$ cat src/rtl/itmr_pkg.sv
// Package: shared widths, register addresses and mode encoding for the
// interval timer. Assumes byte-wide bus accesses and a two-byte counter.
package itmr_pkg;
    localparam int BYTE_W   = 8;
    localparam int CNT_W    = 2 * BYTE_W;
    localparam int NUM_IRQ  = BYTE_W - 1;
    localparam int TMR_IRQ  = NUM_IRQ - 1;
    localparam int ADDR_W   = 3;

    typedef enum logic [ADDR_W-1:0] {
        A_CNT_LO = 3'd0,
        A_CNT_HI = 3'd1,
        A_LAT_LO = 3'd2,
        A_LAT_HI = 3'd3,
        A_MODE   = 3'd4,
        A_FLAG   = 3'd5,
        A_ENAB   = 3'd6
    } reg_addr_e;

    localparam logic [1:0] MODE_FREE_RUN = 2'b01;
endpackage

$ cat src/rtl/itmr_counter.sv
// Module: itmr_counter
// Down-counter with two byte latches. A start strobe loads the high latch and
// copies both latches into the counter. In free-run mode the counter passes
// zero to all-ones, pulses tick, then reloads on the next clock.
// Assumes start and latch writes are single-cycle strobes.
module itmr_counter
    import itmr_pkg::*;
(
    input  logic              clk,
    input  logic              rst_n,
    input  logic              lat_lo_we,
    input  logic              lat_hi_we,
    input  logic              start,
    input  logic [BYTE_W-1:0] wdata,
    input  logic              free_run,
    output logic [CNT_W-1:0]  cnt,
    output logic [CNT_W-1:0]  latch,
    output logic              tick
);
    logic [BYTE_W-1:0] lat_lo;
    logic [BYTE_W-1:0] lat_hi;
    logic              running;
    logic              wrapped;

    assign latch = {lat_hi, lat_lo};

    // The zero crossing is reported only in free-run mode, on the edge that leaves zero.
    assign tick = running && !start && free_run && !wrapped && (cnt == '0);

    // Latch registers: low byte from its own write, high byte from either high write.
    always_ff @(posedge clk) begin
        if (!rst_n) begin
            lat_lo <= '0;
            lat_hi <= '0;
        end else begin
            if (lat_lo_we)
                lat_lo <= wdata;
            if (lat_hi_we || start)
                lat_hi <= wdata;
        end
    end

    // Counter: load on start, reload after the wrap in free-run, else decrement.
    always_ff @(posedge clk) begin
        if (!rst_n) begin
            cnt     <= '0;
            running <= 1'b0;
            wrapped <= 1'b0;
        end else if (start) begin
            cnt     <= {wdata, lat_lo};
            running <= 1'b1;
            wrapped <= 1'b0;
        end else if (running) begin
            if (free_run && wrapped) begin
                cnt     <= latch;
                wrapped <= 1'b0;
            end else begin
                cnt     <= cnt - 1'b1;
                wrapped <= free_run && (cnt == '0);
            end
        end
    end

    // The start write puts the written byte into the counter's high half.
    p_start_load_r3: assert property (@(posedge clk) disable iff (!rst_n)
        start |=> (cnt[CNT_W-1:BYTE_W] == $past(wdata)) && running);

    // In free-run, the cycle after the wrap brings back the latch value.
    p_reload_r4: assert property (@(posedge clk) disable iff (!rst_n)
        (running && free_run && wrapped && !start) |=> cnt == $past(latch));

    // Outside free-run the counter only ever steps down by one.
    p_no_reload_r5: assert property (@(posedge clk) disable iff (!rst_n)
        (running && !free_run && !start) |=> cnt == $past(cnt) - 1'b1);
endmodule

$ cat src/rtl/itmr_irq.sv
// Module: itmr_irq
// Interrupt flag and enable registers. Each flag sets on its source pulse and
// clears on its clear request, with set taking priority. Enables are written
// with a set/clear convention selected by the top bit of the write data.
module itmr_irq
    import itmr_pkg::*;
(
    input  logic               clk,
    input  logic               rst_n,
    input  logic               tmr_set,
    input  logic               tmr_clr,
    input  logic [NUM_IRQ-2:0] ext_set,
    input  logic               flag_we,
    input  logic               en_we,
    input  logic [BYTE_W-1:0]  wdata,
    output logic [NUM_IRQ-1:0] flags,
    output logic [NUM_IRQ-1:0] enables,
    output logic               irq_any
);
    logic [NUM_IRQ-1:0] set_v;
    logic [NUM_IRQ-1:0] clr_v;

    // Gather the per-bit set and clear requests.
    always_comb begin
        set_v = {tmr_set, ext_set};
        clr_v = flag_we ? wdata[NUM_IRQ-1:0] : '0;
        clr_v[TMR_IRQ] = clr_v[TMR_IRQ] | tmr_clr;
    end

    for (genvar i = 0; i < NUM_IRQ; i++) begin : g_flag
        // One flag bit: set wins over clear.
        always_ff @(posedge clk) begin
            if (!rst_n)
                flags[i] <= 1'b0;
            else
                flags[i] <= set_v[i] | (flags[i] & ~clr_v[i]);
        end
    end

    // Enable register: bit 7 of the write selects set or clear of the marked bits.
    always_ff @(posedge clk) begin
        if (!rst_n)
            enables <= '0;
        else if (en_we) begin
            if (wdata[BYTE_W-1])
                enables <= enables | wdata[NUM_IRQ-1:0];
            else
                enables <= enables & ~wdata[NUM_IRQ-1:0];
        end
    end

    assign irq_any = |(flags & enables);

    p_tick_sets_r4: assert property (@(posedge clk) disable iff (!rst_n)
        tmr_set |=> flags[TMR_IRQ]);

    p_clear_timer_flag_r8: assert property (@(posedge clk) disable iff (!rst_n)
        (tmr_clr && !tmr_set) |=> !flags[TMR_IRQ]);

    p_enable_set_r6: assert property (@(posedge clk) disable iff (!rst_n)
        (en_we && wdata[BYTE_W-1]) |=>
            ((enables & $past(wdata[NUM_IRQ-1:0])) == $past(wdata[NUM_IRQ-1:0])));

    p_enable_clear_r7: assert property (@(posedge clk) disable iff (!rst_n)
        (en_we && !wdata[BYTE_W-1]) |=> ((enables & $past(wdata[NUM_IRQ-1:0])) == '0));
endmodule

$ cat src/rtl/itmr_bus.sv
// Module: itmr_bus
// Register decode for the timer. It produces single-cycle write strobes and
// the read side-effect strobe, holds the mode register and drives the
// combinational read mux. Assumes sel is high for one cycle per access.
module itmr_bus
    import itmr_pkg::*;
(
    input  logic               clk,
    input  logic               rst_n,
    input  logic               sel,
    input  logic               wr,
    input  logic [ADDR_W-1:0]  addr,
    input  logic [BYTE_W-1:0]  wdata,
    input  logic [CNT_W-1:0]   cnt,
    input  logic [CNT_W-1:0]   latch,
    input  logic [NUM_IRQ-1:0] flags,
    input  logic [NUM_IRQ-1:0] enables,
    input  logic               irq_any,
    output logic               lat_lo_we,
    output logic               lat_hi_we,
    output logic               start,
    output logic               cnt_lo_rd,
    output logic               flag_we,
    output logic               en_we,
    output logic               free_run,
    output logic [BYTE_W-1:0]  rdata
);
    logic [BYTE_W-1:0] mode_q;
    logic              do_wr;
    logic              do_rd;

    assign do_wr = sel && wr;
    assign do_rd = sel && !wr;

    // Write and read side-effect strobes.
    always_comb begin
        lat_lo_we = do_wr && ((addr == A_CNT_LO) || (addr == A_LAT_LO));
        lat_hi_we = do_wr && (addr == A_LAT_HI);
        start     = do_wr && (addr == A_CNT_HI);
        flag_we   = do_wr && (addr == A_FLAG);
        en_we     = do_wr && (addr == A_ENAB);
        cnt_lo_rd = do_rd && (addr == A_CNT_LO);
    end

    // Mode register.
    always_ff @(posedge clk) begin
        if (!rst_n)
            mode_q <= '0;
        else if (do_wr && addr == A_MODE)
            mode_q <= wdata;
    end

    assign free_run = (mode_q[BYTE_W-1:BYTE_W-2] == MODE_FREE_RUN);

    // Read mux.
    always_comb begin
        case (addr)
            A_CNT_LO: rdata = cnt[BYTE_W-1:0];
            A_CNT_HI: rdata = cnt[CNT_W-1:BYTE_W];
            A_LAT_LO: rdata = latch[BYTE_W-1:0];
            A_LAT_HI: rdata = latch[CNT_W-1:BYTE_W];
            A_MODE:   rdata = mode_q;
            A_FLAG:   rdata = {irq_any, flags};
            A_ENAB:   rdata = {1'b1, enables};
            default:  rdata = '0;
        endcase
    end

    // At most one write strobe per cycle.
    p_one_strobe_r3: assert property (@(posedge clk) disable iff (!rst_n)
        $onehot0({lat_lo_we, lat_hi_we, start, flag_we, en_we}));
endmodule

$ cat src/rtl/itmr_top.sv
// Module: itmr_top
// Interval timer top: bus decode, counter with reload latches, and the
// interrupt flag/enable registers. The flag-and-enable OR drives irq_n.
module itmr_top
    import itmr_pkg::*;
(
    input  logic               clk,
    input  logic               rst_n,
    input  logic               sel,
    input  logic               wr,
    input  logic [ADDR_W-1:0]  addr,
    input  logic [BYTE_W-1:0]  wdata,
    output logic [BYTE_W-1:0]  rdata,
    input  logic [NUM_IRQ-2:0] ext_set,
    output logic               irq_n
);
    logic               lat_lo_we, lat_hi_we, start, cnt_lo_rd, flag_we, en_we;
    logic               free_run, tick, irq_any;
    logic [CNT_W-1:0]   cnt, latch;
    logic [NUM_IRQ-1:0] flags, enables;

    itmr_bus u_bus (
        .clk(clk), .rst_n(rst_n), .sel(sel), .wr(wr), .addr(addr), .wdata(wdata),
        .cnt(cnt), .latch(latch), .flags(flags), .enables(enables), .irq_any(irq_any),
        .lat_lo_we(lat_lo_we), .lat_hi_we(lat_hi_we), .start(start),
        .cnt_lo_rd(cnt_lo_rd), .flag_we(flag_we), .en_we(en_we),
        .free_run(free_run), .rdata(rdata)
    );

    itmr_counter u_cnt (
        .clk(clk), .rst_n(rst_n), .lat_lo_we(lat_lo_we), .lat_hi_we(lat_hi_we),
        .start(start), .wdata(wdata), .free_run(free_run),
        .cnt(cnt), .latch(latch), .tick(tick)
    );

    itmr_irq u_irq (
        .clk(clk), .rst_n(rst_n), .tmr_set(tick), .tmr_clr(start || cnt_lo_rd),
        .ext_set(ext_set), .flag_we(flag_we), .en_we(en_we), .wdata(wdata),
        .flags(flags), .enables(enables), .irq_any(irq_any)
    );

    assign irq_n = ~irq_any;
endmodule

$ cat config.mk
export PLATFORM = sky130hd
export DESIGN_NAME = itmr_top
export DESIGN_NICKNAME = d
export VERILOG_FILES = /design/src/rtl/itmr_pkg.sv /design/src/rtl/itmr_counter.sv /design/src/rtl/itmr_irq.sv /design/src/rtl/itmr_bus.sv /design/src/rtl/itmr_top.sv
export SDC_FILE = /design/constraint.sdc
export NUM_CORES = 1
export LEC_CHECK = 0
export ABC_AREA = 1
export ABC_CLOCK_PERIOD_IN_PS = 3000
export BUFFER_PORTS_ARGS = -buffer_cell sky130_fd_sc_hd__buf_2
export CAP_MARGIN = 15
export CORE_ASPECT_RATIO = 0.75
export CORE_UTILIZATION = 60
export CTS_CLUSTER_SIZE = 28
export DETAILED_ROUTE_END_ITERATION = 7
export PLACE_DENSITY = 0.81
export SLEW_MARGIN = 30
export SYNTH_ARGS = -nofsm -noshare
export SYNTH_HDL_FRONTEND = slang
export SYNTH_SLANG_ARGS = --single-unit
$ cat constraint.sdc
create_clock -name clk -period 3 [get_ports clk]
set_clock_uncertainty 0.1 [all_clocks]
set_input_delay 0.3 -clock clk [delete_from_list [all_inputs] [get_ports clk]]
set_output_delay 0.3 -clock clk [all_outputs]
set_load 0.01 [all_outputs]
==> flow_metrics.py <==
metrics = {
    "cells_and_area": {
        "finalCoreUtilization_pct": 67.4,
        "diodes": 0,
        "syn2layout_area_growth_pct": 7.75,
        "design_area_sq_um": 3300,
        "stdcell_count": 552,
        "final_nets": 513,
        "drive_gt1_share_pct": 10.8,
        "fill_cells": 472,
    },
    "worst_setup_path": {
        "setup.worst_path.start": "addr[2]",
        "crit_path_end": "rdata[2]",
        "ff2ff_path_depth": 10,
        "critPathArrivalTime_ns": 1.64,
        "start_kind": "input pin",
        "worst-path-max-fanout": 7,
        "critPathKind": "in -> out",
        "r2r_slack_ns": 1.09,
        "r2r-start": "u_cnt.cnt[0]",
        "r2r_end": "u_irq.flags[6]",
        "cp.required_ns": 2.60,
        "crit_path_end_kind": "primary output",
    },
    "logic_synthesis": {
        "yosys-top-cells-count": "nand2_1, inv_1, a21oi_1, dfxtp_1, o21ai_0",
        "synth_seq_cells": 56,
        "seq_area_frac_synth_pct": 36.6,
        "yosysWarnings": 0,
        "syn-num-nets": 489,
        "async_flop_share_pct": 0,
        "avgSynthCellArea_sq_um": 6.57,
        "synth_cell_types": 27,
        "ys.flop_type": "dfxtp_1",
        "synth.most_common_cell": "nand2_1",
        "synth_area_sq_um": 3070,
        "synth_top_area_share_pct": 36.6,
        "yosys.area.top_type": "dfxtp_1",
        "synthCells": 467,
        "yosys-top-cells-area": "dfxtp_1, a21oi_1, nand2_1",
        "synth_edf_count": 0,
    },
    "placement": {
        "place_ws_ns": 1.03,
        "place_hpwl_microns": 6890,
        "portBuffers": 29,
        "place_area_sq_um": 3210,
        "dp.cells": 544,
        "gp_congestion": 0.997,
    },
    "timing": {
        "holdWs_ns": 0.0968,
        "rsz0062_at_grt": "false",
        "worst_pin_slew_ns": 0.765,
        "finalCriticalPeriod_ns": 2.04,
        "fin_tns_setup_ns": 0,
        "period_share_pct": 67.9,
        "fmax_mhz": 491,
        "setup_ws_ns": 0.964,
        "slew_headroom_pct": 48.9,
        "hold_viol": 0,
        "setup_violations": 0,
        "slew_viol_final": 0,
    },
    "run_status": {
        "failed_checks": "design-rule violations",
        "status": "finished, violations left",
    },
    "clock_network": {
        "holdBufCountCts": 0,
        "post_cts_buffers": 0,
        "root_buffer": "clkbuf_8",
        "cts_buffer_depth": 2,
        "cts-buffers-inserted": 5,
        "cts.reportedPaths.clkPinSlew_ns": 0.11,
        "cts.sinks": 56,
        "clock_latency_ns": 0.32,
        "cts_tree": "built",
        "cts_resized": 0,
        "htree_levels": 2,
    },
    "worst_hold_path": {
        "hold_class": "in -> reg",
        "min-delay-start": "ext_set[1]",
    },
    "floorplanning": {
        "core_sq_um": 4900,
        "ioPinCount": 30,
        "rows": 22,
        "die_h_microns": 63.9,
        "die_w_microns": 84.6,
        "fp.dieArea_sq_um": 5400,
        "start_util_pct": 62.6,
    },
    "global_routing": {
        "antenna_found_initial": 0,
        "grt_pass1_vias": 2882,
        "grt_max_degree": 22,
        "track_usage_pct": 35.7,
        "grt_overflow": 0,
        "grt_pass1_wl_microns": 14700,
    },
    "detailed_routing": {
        "ant_nets": 0,
        "drt-vias-per-instance": 6.03,
        "post_drt_wl_per_cell_microns": 16.8,
        "drt_iter0_markers": 547,
        "wl_met1_microns": 3890,
        "wl_met2_microns": 3980,
        "wl_microns": 9270,
        "dr_wl_met3_microns": 1250,
        "drt-pass1-iter-count": 7,
        "drc": 6,
        "num_vias": 3330,
        "top_layer": "met4",
    },
    "pwr": {
        "cellPowerDensity_nw_per_um2": 460,
        "ir_drop_uv": 294,
        "clkPwrFrac_pct": 28.7,
        "total_power_mw": 1.52,
        "p_sw_share_pct": 32.0,
        "p_int_mw": 1.03,
        "p_leak_nw": 1.41,
        "comb_power_share_pct": 19.3,
        "pwr-share-seq_pct": 51.9,
        "switchingPower_uw": 487,
    },
    "flow_run": {
        "max-cap-violations": 0,
    },
}
## per-layer routing
metal / vias up / GRT usage (%)
li1: 1591 / -
met1: 1491 / 51.0
met2: 229 / 55.4
met3: 19 / 7.11
met4: 0 / 8.47
met5: - / 0
## worst max-delay path: stages
cell and delay (ns):
buf_2 0.15, nor2_1 0.26, nand2_1 0.25, o22ai_1 0.30, a21oi_1 0.09, o211ai_1 0.12
buf_2 0.17
## power by group through the flow
stage	combinational, mW	clock (mW)	sequential [mW]
global placement	0.274	0	0.806
global route	0.325	0.471	0.793
finish	0.294	0.437	0.790
CTS	0.285	0.436	0.789
floorplan	0.207	0	0.799
detailed placement	0.283	0	0.806
## how the worst min path moves through the flow
stage,to,depth (start not counted)
after floorplan,u_bus.mode_q[0],2
after global placement,u_bus.mode_q[4],2
after detailed placement,u_cnt.wrapped,2
after CTS,u_irq.flags[1],3
after global routing,u_irq.flags[1],3
final,u_irq.flags[1],3
## kinds of logic after synthesis
family,synth area share (%)
AO/OA/AOI/OAI,25.6
XOR/XNOR,1.14
adder cells (fa/ha/maj),0.408
buffers and inverters,12.9
flip-flops,36.6
AND/OR/NAND/NOR,23.5
## cell usage in the layout (no fill, tap or decap), types with 22 or more instances in the layout
cell type	netlist	routed
buf_2	3	29
nand2_1	83	83
inv_1	77	77
a21oi_1	64	64
nand3_1	31	31
o21ai_0	51	51
nor2_1	34	34
o22ai_1	22	22
dfxtp_1	56	56
## final cells by class
type                            instances  area [sq um]  area share, %
Clock buffer                            5          68.8           2.08
Clock inverter                          3          23.8          0.719
Inverter                               81           304           9.20
Multi-Input combinational cell        316          1550           47.0
Sequential cell                        56          1120           33.9
Tap cell                               60          75.1           2.27
Timing Repair Buffer                   31           160           4.85
Power figures use the tool's default switching activity.
